File: src/rtl/scl_div_pkg.sv
// Package: shared types and the speed-mode duty-ratio table for the
// SCL divisor calculator. Assumes ratios fit in RATIO_W bits.
package scl_div_pkg;

    localparam int RATIO_W = 8;

    typedef enum logic [2:0] {
        SPD_STD,
        SPD_FAST,
        SPD_FPLUS,
        SPD_HS_LO,
        SPD_HS_HI
    } speed_mode_t;

    typedef enum logic [1:0] {
        CS_IDLE,
        CS_HIGH,
        CS_TOTAL
    } calc_state_t;

    typedef struct packed {
        logic [RATIO_W-1:0] hi;
        logic [RATIO_W-1:0] lo;
    } duty_ratio_t;

    // Duty ratio (high, low) for each speed mode.
    function automatic duty_ratio_t mode_ratio(input speed_mode_t m);
        duty_ratio_t r;
        case (m)
            SPD_STD:   begin r.hi = 8'd40; r.lo = 8'd47; end
            SPD_FAST:  begin r.hi = 8'd6;  r.lo = 8'd13; end
            SPD_FPLUS: begin r.hi = 8'd26; r.lo = 8'd50; end
            SPD_HS_LO: begin r.hi = 8'd12; r.lo = 8'd32; end
            default:   begin r.hi = 8'd6;  r.lo = 8'd16; end
        endcase
        return r;
    endfunction

endpackage

File: src/rtl/scl_ratio_sel.sv
// Module: scl_ratio_sel
// Classifies a requested SCL rate into a speed mode and returns the
// matching duty ratio. Purely combinational. Each threshold is an
// inclusive upper bound, and the thresholds must be given in rising order.
module scl_ratio_sel
    import scl_div_pkg::*;
#(
    parameter int RATE_W   = 32,
    parameter int LIM_STD  = 100000,
    parameter int LIM_FAST = 400000,
    parameter int LIM_FPLS = 1000000,
    parameter int LIM_HSLO = 1700000
) (
    input  logic [RATE_W-1:0]  scl_rate,
    output speed_mode_t        mode,
    output logic [RATIO_W-1:0] hi_ratio,
    output logic [RATIO_W-1:0] lo_ratio
);

    localparam int NLIM = 4;
    localparam logic [RATE_W-1:0] LIMS [NLIM] = '{
        RATE_W'(LIM_STD), RATE_W'(LIM_FAST), RATE_W'(LIM_FPLS), RATE_W'(LIM_HSLO)
    };

    logic [NLIM-1:0] above;
    duty_ratio_t     dr;

    // One comparator per threshold: rate strictly above that limit.
    for (genvar g = 0; g < NLIM; g++) begin : g_cmp
        assign above[g] = (scl_rate > LIMS[g]);
    end

    // The number of limits exceeded selects the mode.
    always_comb begin
        case ($countones(above))
            0:       mode = SPD_STD;
            1:       mode = SPD_FAST;
            2:       mode = SPD_FPLUS;
            3:       mode = SPD_HS_LO;
            default: mode = SPD_HS_HI;
        endcase
    end

    // Look up the ratio pair for the mode.
    always_comb dr = mode_ratio(mode);

    assign hi_ratio = dr.hi;
    assign lo_ratio = dr.lo;

endmodule

File: src/rtl/scl_seq_divider.sv
// Module: scl_seq_divider
// Unsigned restoring divider that produces one quotient bit per cycle.
// A go pulse loads the operands. done pulses W+1 cycles later, and
// quo and rem then hold until the next go. Assumes den != 0.
module scl_seq_divider #(
    parameter int W = 64
) (
    input  logic         clk,
    input  logic         rst_n,
    input  logic         go,
    input  logic [W-1:0] num,
    input  logic [W-1:0] den,
    output logic         done,
    output logic [W-1:0] quo,
    output logic [W-1:0] rem
);

    localparam int CW = $clog2(W + 1);

    logic [W-1:0]  q_r, r_r, d_r;
    logic [CW-1:0] cnt;
    logic          run;
    logic [W:0]    trial;
    logic [W:0]    diff;
    logic          fits;

    // Partial remainder shifted left by one, with the next dividend bit brought in.
    assign trial = {r_r, q_r[W-1]};
    assign diff  = trial - {1'b0, d_r};
    assign fits  = (trial >= {1'b0, d_r});

    // Load on go, then run one restoring step per cycle until cnt is spent.
    always_ff @(posedge clk) begin
        if (!rst_n) begin
            q_r  <= '0;
            r_r  <= '0;
            d_r  <= '0;
            cnt  <= '0;
            run  <= 1'b0;
            done <= 1'b0;
        end else begin
            done <= 1'b0;
            if (go) begin
                q_r <= num;
                r_r <= '0;
                d_r <= den;
                cnt <= CW'(W);
                run <= 1'b1;
            end else if (run) begin
                q_r <= {q_r[W-2:0], fits};
                r_r <= fits ? diff[W-1:0] : trial[W-1:0];
                cnt <= cnt - 1'b1;
                if (cnt == CW'(1)) begin
                    run  <= 1'b0;
                    done <= 1'b1;
                end
            end
        end
    end

    assign quo = q_r;
    assign rem = r_r;

endmodule

File: src/rtl/scl_divcalc.sv
// Module: scl_divcalc (top)
// Computes the high and low SCL phase divisors from the clock rate and the
// requested SCL rate. The high count is a rounded-up share of the period.
// The low count is the rounded-up period minus the high count, with a floor
// of 1. Both divisions share one sequential divider. Assumes the inputs are
// stable only in the start cycle, so the operands are captured there.
module scl_divcalc
    import scl_div_pkg::*;
#(
    parameter int RATE_W = 32,
    parameter int DIV_W  = 16,
    parameter int DVD_W  = 64,
    parameter int STEP_SHIFT = 3
) (
    input  logic              clk,
    input  logic              rst_n,
    input  logic              start,
    input  logic [RATE_W-1:0] clk_rate,
    input  logic [RATE_W-1:0] scl_rate,
    output logic              busy,
    output logic              done,
    output logic              err,
    output logic [DIV_W-1:0]  div_hi,
    output logic [DIV_W-1:0]  div_lo
);

    calc_state_t        st;
    speed_mode_t        mode;
    logic [RATIO_W-1:0] hr, lr;
    logic [RATE_W-1:0]  clk_q, scl_q;
    logic [DVD_W-1:0]   num_r, den_r;
    logic               go_r;
    logic               dv_done;
    logic [DVD_W-1:0]   dv_quo, dv_rem;
    logic [DVD_W-1:0]   ceil_q;
    logic [DVD_W-1:0]   hi_cnt;
    logic [DVD_W-1:0]   lo_cnt;
    logic [DVD_W-1:0]   ratio_sum;

    scl_ratio_sel #(.RATE_W(RATE_W)) u_sel (
        .scl_rate (scl_rate),
        .mode     (mode),
        .hi_ratio (hr),
        .lo_ratio (lr)
    );

    scl_seq_divider #(.W(DVD_W)) u_div (
        .clk   (clk),
        .rst_n (rst_n),
        .go    (go_r),
        .num   (num_r),
        .den   (den_r),
        .done  (dv_done),
        .quo   (dv_quo),
        .rem   (dv_rem)
    );

    // Sum of the two ratio terms, widened to the dividend width.
    assign ratio_sum = DVD_W'(hr) + DVD_W'(lr);

    // Ceiling of the divider result: add one when the remainder is not zero.
    assign ceil_q = dv_quo + DVD_W'(dv_rem != '0);

    // Low count: rounded total minus the high count, never below 1.
    always_comb begin
        if (ceil_q > hi_cnt) lo_cnt = ceil_q - hi_cnt;
        else                 lo_cnt = DVD_W'(1);
    end

    // Sequencing: capture, high share, total, publish.
    always_ff @(posedge clk) begin
        if (!rst_n) begin
            st     <= CS_IDLE;
            go_r   <= 1'b0;
            num_r  <= '0;
            den_r  <= '0;
            clk_q  <= '0;
            scl_q  <= '0;
            hi_cnt <= '0;
            done   <= 1'b0;
            err    <= 1'b0;
            div_hi <= '0;
            div_lo <= '0;
        end else begin
            go_r <= 1'b0;
            done <= 1'b0;
            case (st)
                CS_IDLE: begin
                    if (start) begin
                        clk_q <= clk_rate;
                        scl_q <= scl_rate;
                        if (scl_rate == '0) begin
                            done   <= 1'b1;
                            err    <= 1'b1;
                            div_hi <= '0;
                            div_lo <= '0;
                        end else begin
                            num_r <= DVD_W'(clk_rate) * DVD_W'(hr);
                            den_r <= (DVD_W'(scl_rate) << STEP_SHIFT) * ratio_sum;
                            go_r  <= 1'b1;
                            st    <= CS_HIGH;
                        end
                    end
                end
                CS_HIGH: begin
                    if (dv_done) begin
                        hi_cnt <= ceil_q;
                        num_r  <= DVD_W'(clk_q);
                        den_r  <= DVD_W'(scl_q) << STEP_SHIFT;
                        go_r   <= 1'b1;
                        st     <= CS_TOTAL;
                    end
                end
                CS_TOTAL: begin
                    if (dv_done) begin
                        done   <= 1'b1;
                        err    <= 1'b0;
                        div_hi <= (hi_cnt == '0) ? '0 : DIV_W'(hi_cnt - 1'b1);
                        div_lo <= DIV_W'(lo_cnt - 1'b1);
                        st     <= CS_IDLE;
                    end
                end
                default: st <= CS_IDLE;
            endcase
        end
    end

    assign busy = (st != CS_IDLE);

endmodule

File: config.mk
export PLATFORM = sky130hd
export DESIGN_NAME = scl_divcalc
export DESIGN_NICKNAME = d
export VERILOG_FILES = /design/src/rtl/scl_div_pkg.sv /design/src/rtl/scl_ratio_sel.sv /design/src/rtl/scl_seq_divider.sv /design/src/rtl/scl_divcalc.sv
export SDC_FILE = /design/constraint.sdc
export NUM_CORES = 2
export LEC_CHECK = 0
export ABC_AREA = 1
export BUFFER_PORTS_ARGS = -buffer_cell sky130_fd_sc_hd__buf_4
export CAP_MARGIN = 10
export CORE_ASPECT_RATIO = 2
export CORE_MARGIN = 3
export CORE_UTILIZATION = 60
export DETAILED_ROUTE_END_ITERATION = 10
export GPL_ROUTABILITY_DRIVEN = 0
export GPL_TIMING_DRIVEN = 0
export HOLD_SLACK_MARGIN = 0.03
export PLACE_DENSITY_LB_ADDON = 0.2
export SYNTH_ARGS = -nofsm -noshare
export SYNTH_HDL_FRONTEND = slang
export SYNTH_SLANG_ARGS = --single-unit
File: constraint.sdc
create_clock -name clk -period 26.4 [get_ports clk]
set_clock_uncertainty 0.2 [all_clocks]
set_input_delay 2.64 -clock clk [delete_from_list [all_inputs] [get_ports clk]]
set_output_delay 2.64 -clock clk [all_outputs]
set_load 0.05 [all_outputs]
---- Word level (Yosys, flattened, before mapping) ----
Index checks and enable logic that the tools add are counted.
word-level totals
  register bits ........................... 494
  input bits .............................. 67
  output and inout bits ................... 35
  word-level logic and storage cells ...... 112
operators by class
  add/sub/neg operators ................... 10
  $mul .................................... 2
  order comparisons ....................... 6
  equality and inequality tests ........... 14
  muxes and demuxes ....................... 43
  bitwise gates (word level) .............. 2
  reductions and logical operators ........ 17
operators by type and width
  operator                                                                number
  64-bit 2-to-1 mux                                                       9
  64-bit one-hot mux with 2 select lines                                  2
  16-bit 2-to-1 mux                                                       6
  65-bit by 64-bit >= comparator with 1-bit output                        1
  64-bit by 1-bit adder with 64-bit output                                1
  32-bit by 2-bit == test with 1-bit output, second input constant        2
  64-bit > comparator                                                     1
  32-bit logical NOT                                                      2
  64-bit logical NOT                                                      1
  16-bit one-hot mux with 2 select lines                                  2
  64-bit nonzero test                                                     1
  64-bit subtractor                                                       1
  14-bit one-hot mux with 4 select lines                                  1
  32-bit by 9-bit multiplier with 41-bit output                           1
  32-bit by 8-bit multiplier with 40-bit output                           1
  32-bit adder                                                            1
  32-bit by 1-bit == test with 1-bit output, second input constant        1
  32-bit by 17-bit > comparator with 1-bit output, second input constant  1
  32-bit by 19-bit > comparator with 1-bit output, second input constant  1
  32-bit by 20-bit > comparator with 1-bit output, second input constant  1
  32-bit by 21-bit > comparator with 1-bit output, second input constant  1
  16-bit by 1-bit subtractor with 16-bit output, second input constant    2
  16-bit subtractor                                                       1
  7-bit 2-to-1 mux                                                        2
  other kinds (23)                                                        51

---- Logic depth before layout (Yosys ltp) ----
  depth in word-level cells ............... 12
  mapped depth ............................ 48
  mapped depth without buffers ............ 45

---- Hierarchy ----
A second synthesis with hierarchy kept.
second synthesis, totals
  cells, all modules ...................... 6946
  area, all modules ....................... 46343.2 sq um
by module, submodules not included
  module           times used  cells an instance  area an instance (sq um)  seq. area each (sq um)
  scl_divcalc      1           4446               31336.3                   4924.7
  scl_seq_divider  1           2363               14326.2                   4023.9
  scl_ratio_sel    1           137                680.7                     0.0

---- Worst setup path before layout ----
OpenSTA, ideal clock, no wires.
  path kind ............................... input port to flip-flop
  start ................................... in scl_rate[8]
  end ..................................... reg den_r[31]
  arrival time ............................ 9.925 ns
  data required time ...................... 26.130 ns
  slack ................................... 16.205 ns
  cell stages on the path ................. 39
  path through ............................ clkbuf_1 nor2_1 inv_1 nor3_1 o21ai_0 a311oi_1 nor3b_1 a31oi_1 ha_1 ha_1 inv_1 fa_1 nor2_1 inv_1 nor2_1 nand2_1 inv_1 buf_2 [3 not listed] fa_1 inv_1 fa_1 inv_1 fa_1 inv_1 fa_1 ha_1 a21oi_1 nand2_1 a21oi_1 o21ai_1 a21boi_0 o21ai_1 a21oi_1 nand2b_1 nand3_1 a21oi_1
between the ends
  longest elaborated chain between the ends .. 12
ends and longest elaborated chain
  what                                                                     line                 source
  from (decl)                                                              scl_divcalc.sv:19    input logic [RATE_W-1:0] scl_rate,
  32-bit by 17-bit > comparator with 1-bit output (tied with other cells)  scl_ratio_sel.sv:30  assign above[g] = (scl_rate > LIMS[g]);
  1-bit by 1-bit adder with 2-bit output (not written as such)             scl_ratio_sel.sv:35  case ($countones(above))
  32-bit adder (not written as such)                                       scl_ratio_sel.sv:35
  32-bit by 2-bit == test with 1-bit output (tied with other cells)        scl_ratio_sel.sv:35
  3-bit one-hot mux with 4 select lines                                    scl_ratio_sel.sv:35
  3-bit by 2-bit == test with 1-bit output (tied with other cells)         scl_div_pkg.sv:29    case (m)
  14-bit one-hot mux with 4 select lines                                   scl_div_pkg.sv:29
  8-bit by 8-bit adder with 9-bit output                                   scl_divcalc.sv:59    assign ratio_sum = DVD_W'(hr) + DVD_W'(lr);
  32-bit by 9-bit multiplier with 41-bit output                            scl_divcalc.sv:99    den_r <= (DVD_W'(scl_rate) << STEP_SHIFT) * ratio_sum;
  64-bit 2-to-1 mux                                                        scl_divcalc.sv:92    if (scl_rate == '0) begin
  64-bit 2-to-1 mux                                                        scl_divcalc.sv:89    if (start) begin
  64-bit one-hot mux with 2 select lines                                   scl_divcalc.sv:87    case (st)
  to (signal assigned)                                                     scl_divcalc.sv:99
  to (signal assigned)                                                     scl_divcalc.sv:109   den_r <= DVD_W'(scl_q) << STEP_SHIFT;
  to (decl)                                                                scl_divcalc.sv:31    logic [DVD_W-1:0] num_r, den_r;
Parallel ways exist; a longest one is shown, timed or not. The select of a mux whose other input is x is not followed.
A chain may end at the register's enable or synchronous reset.

---- Worst setup path after layout ----
  start ................................... in scl_rate[5]
  end ..................................... reg den_r[31]
The elaborated chain is that of the path after synthesis.

==> flow_summary.ini <==
[die]
dieArea_sq_mm = 0.06496
core-area_sq_mm = 0.06102
dieHeight_um = 357.5
num_rows = 128
die_w_um = 181.7
initial_core_util_pct = 60.73
pin_count = 102

[drt]
first_pass_iters = 8
ant_nets = 0
wirelength_um = 117400
viasPerCell = 5.811
drc = 0
route.vias.total = 36440
drt-initial-drc-count = 2762
wire_per_inst_um = 18.72

[layout]
n_antenna_cell = 0
fin_cells = 6271
fill_cells = 5632
multiInputGateArea_sq_mm = 0.02424
final_area_sq_mm = 0.04002
syn_to_final_growth_pct = 7.998
finalNetCount = 6049
ff_latch_area_sq_mm = 0.008428
drive_above_1_share_pct = 5.427

[yosys]
synthArstFlopShare_pct = 0
ys_top_cells_by_area = dfxtp_1 23%, fa_1 13%, nand2_1 9.7%
synthCells = 5330
synth_seq_area_share_pct = 22.74
synth_top_area_share_pct = 22.74
synth_area_per_cell_sq_um = 6.953
synth_edf_count = 0
synth_largest_area_cell = dfxtp_1
synth_ff_type = dfxtp_1
netlist_area_sq_mm = 0.03706
synth-seq-cells = 421
yosys.cell_types.count = 59
mappedNetlistNets = 5916
ys.warnings.count = 0

[timing]
setup_violations = 0
slew_viol_final = 0
slew_headroom_pct = 23.70
rsz0062_at_grt = no
fin_setup_tns_ns = 0
tightest_slew_ns = 1.145
min_period_ns = 12.02
period_share_pct = 45.53
whs_ns = 0.2581
hold_viol = 0
max_freq_ghz = 0.08319

[worst_setup_path]
cp_max_fo = 10
r2r_setup_slack_ns = 18.94
path_class = in2reg
r2r_cells = 38
cp.arrival_ns = 12.32
critPathLaunchType = primary input
worstPathRequired_ns = 26.70
slowest_delay_ns = 0.87
cpMostUsedCell = fa_1
crit_path_end_kind = flip-flop
critPathSlowestCell = a21oi_1
timing.rr.start = u_div.rem[46]$_SDFFE_PP0P_
r2r-end = div_lo[10]$_SDFFE_PN0P_

[pwr]
total_leakage_power_nw = 19.44
ir_drop_mv = 0.04573
switchingPower_mw = 1.070
combPwrFrac_pct = 46.4
swShare_pct = 43.83
power.density_mw_per_mm2 = 61.03
internal_power_mw = 1.372
power.total_mw = 2.442
p_clk_share_pct = 24.2
seqPwrFrac_pct = 29.4

[grt]
grt_pass1_wl_um = 186400
grt_max_degree = 17
track_usage_pct = 35.57
grt_overflow = 0
grt_antenna_before_repair = 0
grt_pass1_vias = 37020

[clock_tree]
cts.repair.resized = 0
h-tree-depth = 2
cts_buffer_depth = 3
cts.clk_slew.worst_paths_ns = 0.07
numCtsBuffers = 39
cts_tree = yes
cts.sinks = 421
cts_root_buf = clkbuf_16
clkLatencyLatePin_ns = 0.59
cts_setup_buffers = 0
cts_hold_buf = 0

[min_path]
hold_start = scl_q[6]$_SDFFE_PN0P_
whs_endpoint = scl_q[6]$_SDFFE_PN0P_
whs_path_depth = 2
min_path_type = reg2reg

[placement]
dp_hpwl_um = 96770
port_buffers = 91
dp_cells = 6202
placedInstanceArea_sq_mm = 0.03873

[outcome]
status = finished clean

[run]
maxCapViolCount = 0
-- worst max path at each step --
stage,slack (ns),from,end,depth (start not counted)
final,14.38,scl_rate[5],den_r[31]$_SDFFE_PN0P_,34
after global routing,13.99,scl_rate[5],den_r[31]$_SDFFE_PN0P_,34
after CTS,14.80,scl_rate[5],den_r[31]$_SDFFE_PN0P_,34
after detailed placement,14.23,scl_rate[5],den_r[31]$_SDFFE_PN0P_,34
after global placement,14.37,scl_rate[5],den_r[31]$_SDFFE_PN0P_,34
after floorplan,16.21,scl_rate[8],den_r[31]$_SDFFE_PN0P_,39
-- worst max-delay path: cells and delay by family --
family / cells / cell delay (ns)
AO/OA/AOI/OAI: 11 / 2.97
adder cells (fa/ha/maj): 9 / 3.95
buffers and inverters: 8 / 1.81
AND/OR/NAND/NOR: 6 / 0.92
-- synth_stat cells, types with 3 or more instances --
master / number
nand2_1: 954
inv_1: 916
a21oi_1: 607
o21ai_0: 460
nor2_1: 451
dfxtp_1: 421
ha_1: 272
fa_1: 247
nand3_1: 171
clkbuf_1: 152
xor2_1: 110
nand4_1: 67
nor3_1: 61
xnor2_1: 47
a221oi_1: 41
buf_2: 37
a31oi_1: 34
nor4_1: 32
inv_2: 29
o21ai_1: 29
o211ai_1: 26
or2_2: 19
a21o_1: 13
nand2_2: 13
o21bai_1: 13
nand3b_1: 10
a211oi_1: 9
buf_1: 9
nor2_4: 9
o21a_1: 9
a21boi_0: 8
nor2_2: 8
nor3_2: 5
and2_1: 4
buf_4: 3
buf_6: 3
-- flip-flops by register name (all words and copies together), names as in the netlist --
signal,flops
den_r,40
u_div.d_r,40
scl_q,32
u_div.cnt,7
u_div.run,1
div_lo,16
u_div.rem,64
err,1
hi_cnt,64
u_div.quo,64
div_hi,16
num_r,39
go_r,1
u_div.done,1
clk_q,32
st,2
done,1
-- cells by family (layout without fill, tap and decap cells) --
logic type	count (synthesis)	after routing	synth area share, %
AND/OR/NAND/NOR	1820	1820	20.87
AO/OA/AOI/OAI	1262	1262	18.27
buffers and inverters	1151	1312	11.87
adder cells (fa/ha/maj)	519	519	22.53
flip-flops	421	421	22.74
XOR/XNOR	157	157	3.711
-- final cells by class --
class | count | share of cell area [%]
buffer | 204 | 2.113
clock buffer | 49 | 2.735
clock inverter | 20 | 0.4908
inverter | 947 | 8.882
multi-input combinational | 3758 | 60.56
sequential | 421 | 21.06
tap | 780 | 2.438
timing repair buffer | 92 | 1.726
-- power by group through the flow --
| stage | registers (mW) | clock network (mW) | logic (mW) |
|---|---|---|---|
| 5_1_grt | 0.724 | 0.614 | 1.26 |
| 3_5_place_dp | 0.731 | 0 | 1.09 |
| 4_1_cts | 0.717 | 0.589 | 1.10 |
| 6_report | 0.719 | 0.591 | 1.13 |
| 3_3_place_gp | 0.730 | 0 | 1.08 |
| 2_1_floorplan | 0.721 | 0 | 0.798 |
-- stage by stage --
step / util [%] / worst slack (ns)
final: 65.59 / 14.38
after floorplan: - / 16.21
after global routing: 65.59 / 13.99
after CTS: 65.59 / 14.80
after detailed placement: 63.47 / 14.23
after global placement: 63.45 / 14.37
-- placed cells by master (no fill, tap or decap), types with 41 or more instances in the layout --
master,count
buf_4,95
o21ai_0,460
a21oi_1,607
nor3_1,61
clkbuf_1,155
nand4_1,67
dfxtp_1,421
xor2_1,110
fa_1,247
nand3_1,171
a221oi_1,41
inv_1,916
ha_1,272
xnor2_1,47
nand2_1,954
nor2_1,451
-- layer usage --
layer | routed length (um) | vias to the layer above | global-route usage (%)
li1 | - | 17450 | -
met1 | 39240 | 16860 | 35.10
met2 | 59670 | 1518 | 65.72
met3 | 6393 | 617 | 4.131
met4 | 12070 | 0 | 29.51
met5 | 0 | - | 0
Note: power is estimated with default switching activity, not from simulation.
